$ cat src/rtl/opspec_pkg.sv
package opspec_pkg;
  localparam int BYTE_W   = 8;
  localparam int VALUE_W  = 32;
  localparam int NBYTES   = VALUE_W / BYTE_W;
  localparam int DPOS_W   = $clog2(NBYTES);
  localparam int REM_W    = $clog2(NBYTES + 1);
  localparam int LEN_W    = $clog2(NBYTES + 3);
  localparam logic [3:0] IDX_NIB = 4'b0100;

  typedef enum logic [1:0] {ST_IDLE, ST_BASE, ST_DISP, ST_DONE} parseState_t;

  typedef struct packed {
    logic clear;
    logic count;
    logic headLoad;
    logic idxLoad;
    logic dispLoad;
    logic flagIll;
  } opStrobes_t;

  function automatic logic [REM_W-1:0] dispBytes(input logic [3:0] nib);
    case (nib[3:1])
      3'b101:  return REM_W'(1);
      3'b110:  return REM_W'(2);
      3'b111:  return REM_W'(NBYTES);
      default: return '0;
    endcase
  endfunction
endpackage

$ cat src/rtl/opspec_ctrl.sv
module opspec_ctrl
  import opspec_pkg::*;
(
  input  logic              clk,
  input  logic              rstN,
  input  logic              byteValid,
  input  logic [BYTE_W-1:0] byteData,
  output logic              byteReady,
  output logic              specDone,
  output opStrobes_t        strobes
);
  parseState_t state, stateNext;
  logic [REM_W-1:0] remain, remainNext;
  logic accept, isLit, isIdx;

  assign byteReady = (state != ST_DONE);
  assign specDone  = (state == ST_DONE);
  assign accept    = byteValid && byteReady;
  assign isLit     = (byteData[7:6] == 2'b00);
  assign isIdx     = (byteData[7:4] == IDX_NIB);

  always_comb begin
    stateNext  = state;
    remainNext = remain;
    strobes    = '0;
    case (state)
      ST_IDLE, ST_BASE: if (accept) begin
        strobes.count = 1'b1;
        strobes.clear = (state == ST_IDLE);
        if (state == ST_BASE && (isLit || isIdx)) begin
          strobes.flagIll = 1'b1;
          stateNext = ST_DONE;
        end else if (isIdx) begin
          strobes.idxLoad = 1'b1;
          stateNext = ST_BASE;
        end else begin
          strobes.headLoad = 1'b1;
          remainNext = isLit ? '0 : dispBytes(byteData[7:4]);
          stateNext  = (remainNext == '0) ? ST_DONE : ST_DISP;
        end
      end
      ST_DISP: if (accept) begin
        strobes.count    = 1'b1;
        strobes.dispLoad = 1'b1;
        remainNext = remain - 1'b1;
        if (remain == REM_W'(1)) stateNext = ST_DONE;
      end
      default: stateNext = ST_IDLE;
    endcase
  end

  always_ff @(posedge clk) begin
    if (!rstN) begin
      state  <= ST_IDLE;
      remain <= '0;
    end else begin
      state  <= stateNext;
      remain <= remainNext;
    end
  end


  done_pulse_chk: assert property (@(posedge clk) disable iff (!rstN)
    specDone |=> !specDone);


  stall_hold_chk: assert property (@(posedge clk) disable iff (!rstN)
    (!byteValid && state != ST_DONE) |=> (state == $past(state)));
endmodule

$ cat src/rtl/opspec_dpath.sv
module opspec_dpath
  import opspec_pkg::*;
(
  input  logic               clk,
  input  logic               rstN,
  input  logic [BYTE_W-1:0]  byteData,
  input  opStrobes_t         strobes,
  input  logic               specDone,
  output logic               specIllegal,
  output logic               specLiteral,
  output logic               specIndexed,
  output logic [3:0]         specMode,
  output logic [3:0]         specReg,
  output logic [3:0]         indexReg,
  output logic [VALUE_W-1:0] specValue,
  output logic [LEN_W-1:0]   specLength
);
  logic [DPOS_W-1:0]  dispPos;
  logic [VALUE_W-1:0] dispNext;

  // place the byte at its lane and fill every higher lane with its sign
  always_comb begin
    dispNext = specValue;
    for (int j = 0; j < NBYTES; j++) begin
      if (DPOS_W'(j) == dispPos)
        dispNext[j*BYTE_W +: BYTE_W] = byteData;
      else if (DPOS_W'(j) > dispPos)
        dispNext[j*BYTE_W +: BYTE_W] = {BYTE_W{byteData[BYTE_W-1]}};
    end
  end

  always_ff @(posedge clk) begin
    if (!rstN) begin
      specIllegal <= 1'b0;
      specLiteral <= 1'b0;
      specIndexed <= 1'b0;
      specMode    <= '0;
      specReg     <= '0;
      indexReg    <= '0;
      specValue   <= '0;
      specLength  <= '0;
      dispPos     <= '0;
    end else begin
      if (strobes.clear) begin
        specIllegal <= 1'b0;
        specLiteral <= 1'b0;
        specIndexed <= 1'b0;
        specMode    <= '0;
        specReg     <= '0;
        indexReg    <= '0;
        specValue   <= '0;
        dispPos     <= '0;
      end
      if (strobes.count)
        specLength <= strobes.clear ? LEN_W'(1) : specLength + 1'b1;
      if (strobes.idxLoad) begin
        specIndexed <= 1'b1;
        indexReg    <= byteData[3:0];
      end
      if (strobes.headLoad) begin
        specMode    <= byteData[7:4];
        specReg     <= byteData[3:0];
        specLiteral <= (byteData[7:6] == 2'b00);
        specValue   <= (byteData[7:6] == 2'b00) ? VALUE_W'(byteData[5:0]) : '0;
      end
      if (strobes.dispLoad) begin
        specValue <= dispNext;
        dispPos   <= dispPos + 1'b1;
      end
      if (strobes.flagIll) specIllegal <= 1'b1;
    end
  end


  literal_len_chk: assert property (@(posedge clk) disable iff (!rstN)
    (specDone && specLiteral) |-> (specLength == LEN_W'(1)));


  illegal_len_chk: assert property (@(posedge clk) disable iff (!rstN)
    (specDone && specIllegal) |-> (specLength == LEN_W'(2)));


  indexed_len_chk: assert property (@(posedge clk) disable iff (!rstN)
    (specDone && specIndexed) |-> (specLength >= LEN_W'(2)));
endmodule

$ cat src/rtl/opspec_parser.sv
module opspec_parser
  import opspec_pkg::*;
(
  input  logic         clk,
  input  logic         rstN,
  input  logic         byteValid,
  input  logic [7:0]   byteData,
  output logic         byteReady,
  output logic         specDone,
  output logic         specIllegal,
  output logic         specLiteral,
  output logic         specIndexed,
  output logic [3:0]   specMode,
  output logic [3:0]   specReg,
  output logic [3:0]   indexReg,
  output logic [31:0]  specValue,
  output logic [2:0]   specLength
);
  opStrobes_t strobes;

  opspec_ctrl u_ctrl (
    .clk(clk), .rstN(rstN), .byteValid(byteValid), .byteData(byteData),
    .byteReady(byteReady), .specDone(specDone), .strobes(strobes)
  );

  opspec_dpath u_dpath (
    .clk(clk), .rstN(rstN), .byteData(byteData), .strobes(strobes),
    .specDone(specDone), .specIllegal(specIllegal), .specLiteral(specLiteral),
    .specIndexed(specIndexed), .specMode(specMode), .specReg(specReg),
    .indexReg(indexReg), .specValue(specValue), .specLength(specLength)
  );
endmodule

$ cat config.mk
export PLATFORM = sky130hd
export DESIGN_NAME = opspec_parser
export DESIGN_NICKNAME = d
export VERILOG_FILES = /design/src/rtl/opspec_pkg.sv /design/src/rtl/opspec_ctrl.sv /design/src/rtl/opspec_dpath.sv /design/src/rtl/opspec_parser.sv
export SDC_FILE = /design/constraint.sdc
export NUM_CORES = 1
export LEC_CHECK = 0
export BUFFER_PORTS_ARGS = -buffer_cell sky130_fd_sc_hd__buf_2
export CAP_MARGIN = 25
export CORE_ASPECT_RATIO = 0.9
export CORE_MARGIN = 10
export CORE_UTILIZATION = 52
export CTS_CLUSTER_SIZE = 20
export DETAILED_ROUTE_END_ITERATION = 10
export PLACE_DENSITY = 0.77
export SYNTH_ARGS = -nofsm -noshare
export SYNTH_HDL_FRONTEND = slang
export SYNTH_HIERARCHICAL = 1
export SYNTH_SLANG_ARGS = --single-unit
export TNS_END_PERCENT = 1
$ cat constraint.sdc
create_clock -name clk -period 2.1 [get_ports clk]
set_input_delay 0.105 -clock clk [delete_from_list [all_inputs] [get_ports clk]]
set_output_delay 0.105 -clock clk [all_outputs]
set_load 0.03 [all_outputs]
# == Word level (Yosys, flattened, before mapping) ==
# Cells that the tools add are included.
# totals
wordCells,115
ff_bits,57
n_memories,0
ramBits,0
latch_bits,0
in_bits,11
mem_bits_ro,0
# classes
bitwise_logic,0
multipliers,0
mux,53
shifts,0
n_eq_ne,21
div_mod_pow,0
addsub,3
n_reduce_logical,20
order_cmp,4
# ops
op,n
32-bit 2-to-1 mux,3
8-bit 2-to-1 mux,8
3-bit 2-to-1 mux,10
4-bit 2-to-1 mux,5
2-bit 2-to-1 mux,9
1-bit 2-to-1 mux,13
3-bit by 1-bit inequality test with 1-bit output (second input constant),4
2-bit nonzero test,5
3-bit == test (second input constant),3
3-bit case mux with 3 select lines,1
2-bit AND reduction,4
2-bit logical NOT,3
6-bit 2-to-1 mux,1
2-bit by 1-bit inequality test with 1-bit output (second input constant),3
2-bit inequality test (second input constant),3
3-bit case mux with 2 select lines,1
5-bit AND reduction,1
2-bit == test (first input constant),2
2-bit == test (second input constant),2
4-bit by 3-bit == test with 1-bit output (second input constant),1
1-bit by 2-bit > comparator with 1-bit output (first input constant),2
2-bit > comparator (first input constant),2
2-bit case mux with 2 select lines,1
3-bit by 1-bit adder with 3-bit output (second input constant),1
12 further kinds,13

# == Depth between registers and ports, before layout ==
# logic_depth
depth_word,13
depth_mapped,8
ltp_nobuf,6

# == By module ==
# The synthesis kept the hierarchy.
# by_module_without_submodules
module,n_inst,seq_area_each_um2,cells_per_inst,area_each_um2
opspec_dpath,1,1041.0,247,2243.4
opspec_ctrl,1,100.1,51,405.4

# == Worst setup path before layout ==
# Ideal clock, no wire load.
# synth_timing
path_kind,flip-flop to flip-flop
startpoint,reg u_ctrl.state[0]
endpoint,reg u_dpath.specValue[7]
slack_ns,0.182
path_stages_with_launch,9
synth_period_minus_slack_ns,1.918
t_arrival_ns,1.845
cell_sequence,dfxtp_1 -> and2b_1 -> and2_1 -> buf_6 -> or3_4 -> buf_6 -> and2_4 -> buf_6 -> o22ai_2
# synth_lines
item,line_no,source
from (decl),opspec_ctrl.sv:12,"parseState_t state, stateNext;"
from (signal assigned),opspec_ctrl.sv:57,state <= stateNext;
to (signal assigned),opspec_dpath.sv:64,specValue <= (byteData[7:6] == 2'b00) ? VALUE_W'(byteData[5:0]) : '0;
to (signal assigned),opspec_dpath.sv:67,specValue <= dispNext;
to (decl),opspec_dpath.sv:15,"output logic [VALUE_W-1:0] specValue,"

==> metrics.txt <==
worst path required time 2350 ps; initial antenna violation count 0; combinational power share between 10% and 20%; Post-Route Setup TNS 0 ps; CP peak stage delay about 470 ps; post-synth cell types 46; Fillers ~440; DIE AREA about 8400 um2; I/O Buffers 62; P_int around 1.7 mW; Critical path origin u_ctrl/state[0]; I/O pins 63; # clock sinks 57; layout cells sized above 1 a little over a quarter; count of final setup violators 0; max-slew violation count 0; Leak Pwr about 1.4 nW; vias in the first global route about 2.4k; critical-path cell list and2b_1, and2_1, or3_4, nand2_2, mux2i_1; drt total wl roughly 6700 um; hold path start byteData[6]; Initial Util roughly 54%; Initial DRC Count approximately 100; Setup crit end kind flip-flop; vias per inst 5.38; Post-DRT Antenna Nets 0; DP Wirelength roughly 5000 um; Synthesis Warnings 6; Post-Syn Nets about 320; NumNets Final roughly 390; H-tree levels 3; XOR/XNOR Fraction of Synth Area 0%; hold_buf cts 0; Fin. Hold Viols 0; GP Congestion approximately 0.86; post-synthesis sequential area ratio between 40% and 50%; Least-Margin Pin Slew 569 ps; Critical Path Source Type flip-flop; post-synthesis mux area share ~5.7%; worst hold path type input pin to flip-flop; Final Cycle Share between 90% and 100%; Worst-Skew Late Latency between 300 and 400 ps; complex-gate fraction of the synthesized area between 20% and 30%; PwrDens 753 nW/um2; CTS root buffer clkbuf_8; Post-Syn Area per Cell 8.89 um2; Die Height between 80 and 90 um; global route total overflow 0; Synth top area share a little over two fifths; cell type with the largest total area after synthesis dfxtp_1; number of remaining DRC errors 0; main combinational cell family by area after synthesis simple AND/OR/NAND/NOR gates; Detailed Routing Iterations Pass 1 4; most common cell after layout, fill and taps aside buf_2; status finished clean; Sw Ratio between 20% and 30%; Reg2Reg Launch Point u_ctrl/state[0]; ys async rst share 0%; first-pass GRT wire length around 11000 um; Worst Clk Skew approximately 13 ps; Worst Path Arrival around 2200 ps; Gate Count Post-Synth about 300; largest vdd supply drop approximately 640 uV; Top FF cell, synth dfxtp_1; core footprint 4890 um2; Placement Cell Area between 3000 and 4000 um2; synthesized area around 2600 um2; post-route cell area about 3200 um2; WL per Instance about 15 um; net switching power between 0.6 and 0.7 mW; Max-slew headroom between 60% and 70%; Slowest-stage cell, CP dfxtp_1; die span in x 95.2 um; most frequent cells in the layout buf_2 (62), dfxtp_1 (57), nand2_1 (39); RSZ-0062 raised after global routing no; Post-Synth Simple-Gate Area 22.6%; maximum capacitance violations 0; largest cells by area after synthesis dfxtp_1 (43%), mux2i_1 (5.7%), nand2_1 (5.5%); Tmin final ~2000 ps; clock buffer depth 2; largest net degree at the start of global routing 39; sequential share of power between 40% and 50%; EDFF count, synth 0; Syn-to-layout area delta 21.1%; Synth Register Bits 57; global-route total usage across every layer about 17%; total CTS buffers 9; Row Count 24; Fmax achieved about 510 MHz; CTS tree built; clock power share 35.9%; via count ~2.3k; Worst Setup Path Type flip-flop to flip-flop; n_diodes 0; crit path max fanout 9; post-synthesis adder-cell area fraction under 10%; clock slew at reported path FFs around 60 ps
-- routing by layer --
layer | up-vias | part of all wire, % | global-route usage, %
li1 | 1182 | - | -
met3 | 4 | 11 | 10.0
met4 | 0 | 0.64 | 5.43
met1 | 1078 | 43 | 19.9
met2 | 78 | 45 | 26.1
met5 | - | 0 | 0
-- registers in the layout, indices dropped and copies added (netlist names) --
register             flops
u_dpath/specIllegal      1
u_dpath/indexReg         4
u_dpath/specIndexed      1
u_dpath/specMode         4
u_ctrl/state             2
u_dpath/specValue       32
u_ctrl/remain            3
u_dpath/dispPos          2
u_dpath/specLiteral      1
u_dpath/specReg          4
u_dpath/specLength       3
-- cell families after synthesis --
logic type,after synthesis
AOI/OAI and AO/OA,84
buffers and inverters,27
muxes,15
DFF,57
adders and majority gates,8
and+or+nand+nor,107
-- timing repair --
| item | CTS | global route |
|---|---|---|
| setup buffers | 0 | 0 |
| resized for setup | 0 | 1 |
| setup endpoints to repair | 0 | 6 |
-- metrics by stage --
step	cells	util, %	setup WS, ps	total power, mW	hold slack [ps]
6_report	435	65.5	122	2.41	113
5_1_grt	435	65.5	22.7	2.55	107
4_1_cts	435	65.5	39.9	2.44	94.6
3_5_place_dp	421	62.2	51.9	1.57	444
3_3_place_gp	421	62.2	133	1.56	431
2_1_floorplan	298	-	182	1.46	221
-- synthesized netlist by cell type (all sizes together), types with 2 or more instances --
master / n
a21oi: 20
mux2i: 15
nor2b: 18
o211ai: 3
o22ai: 8
a21boi: 12
nor3b: 17
nand2: 40
nor2: 8
inv: 12
o211a: 2
o21a: 2
nor3: 3
o21ai: 30
buf: 8
a31oi: 2
dfxtp: 57
and2: 4
nand3: 7
ha: 8
clkbuf: 7
-- critical path: cells and delay by family, from the launching register on --
family,cells,cell delay [ps]
simple gates,4,1190
flops,1,470
mux,1,240
-- power groups by stage --
stage | logic (mW) | clock network [mW] | registers (mW)
6_report | 0.401 | 0.867 | 1.15
5_1_grt | 0.440 | 0.958 | 1.15
4_1_cts | 0.402 | 0.894 | 1.15
3_5_place_dp | 0.401 | 0 | 1.17
3_3_place_gp | 0.395 | 0 | 1.17
2_1_floorplan | 0.223 | 0 | 1.23
-- path summary, 6_finish.rpt --
kind / end / slack (ps) / cells past startpoint
hold / removal: u_dpath/specMode[2] / 110 / 3
setup reg to reg: u_dpath/specValue[19] / 120 / 5
setup / recovery: u_dpath/specValue[19] / 120 / 5
hold reg to reg: u_dpath/specValue[10] / 450 / 2
-- area by class of cell --
type | instances | area (um2) | share of cell area [%]
Clock buffer | 14 | 163 | 5.07
Inverter | 12 | 45.0 | 1.40
Multi-Input combinational cell | 214 | 1390 | 43.2
Sequential cell | 57 | 1140 | 35.6
Tap cell | 65 | 81.3 | 2.54
Timing Repair Buffer | 73 | 393 | 12.2
Note: power is estimated with default switching activity, not from simulation.
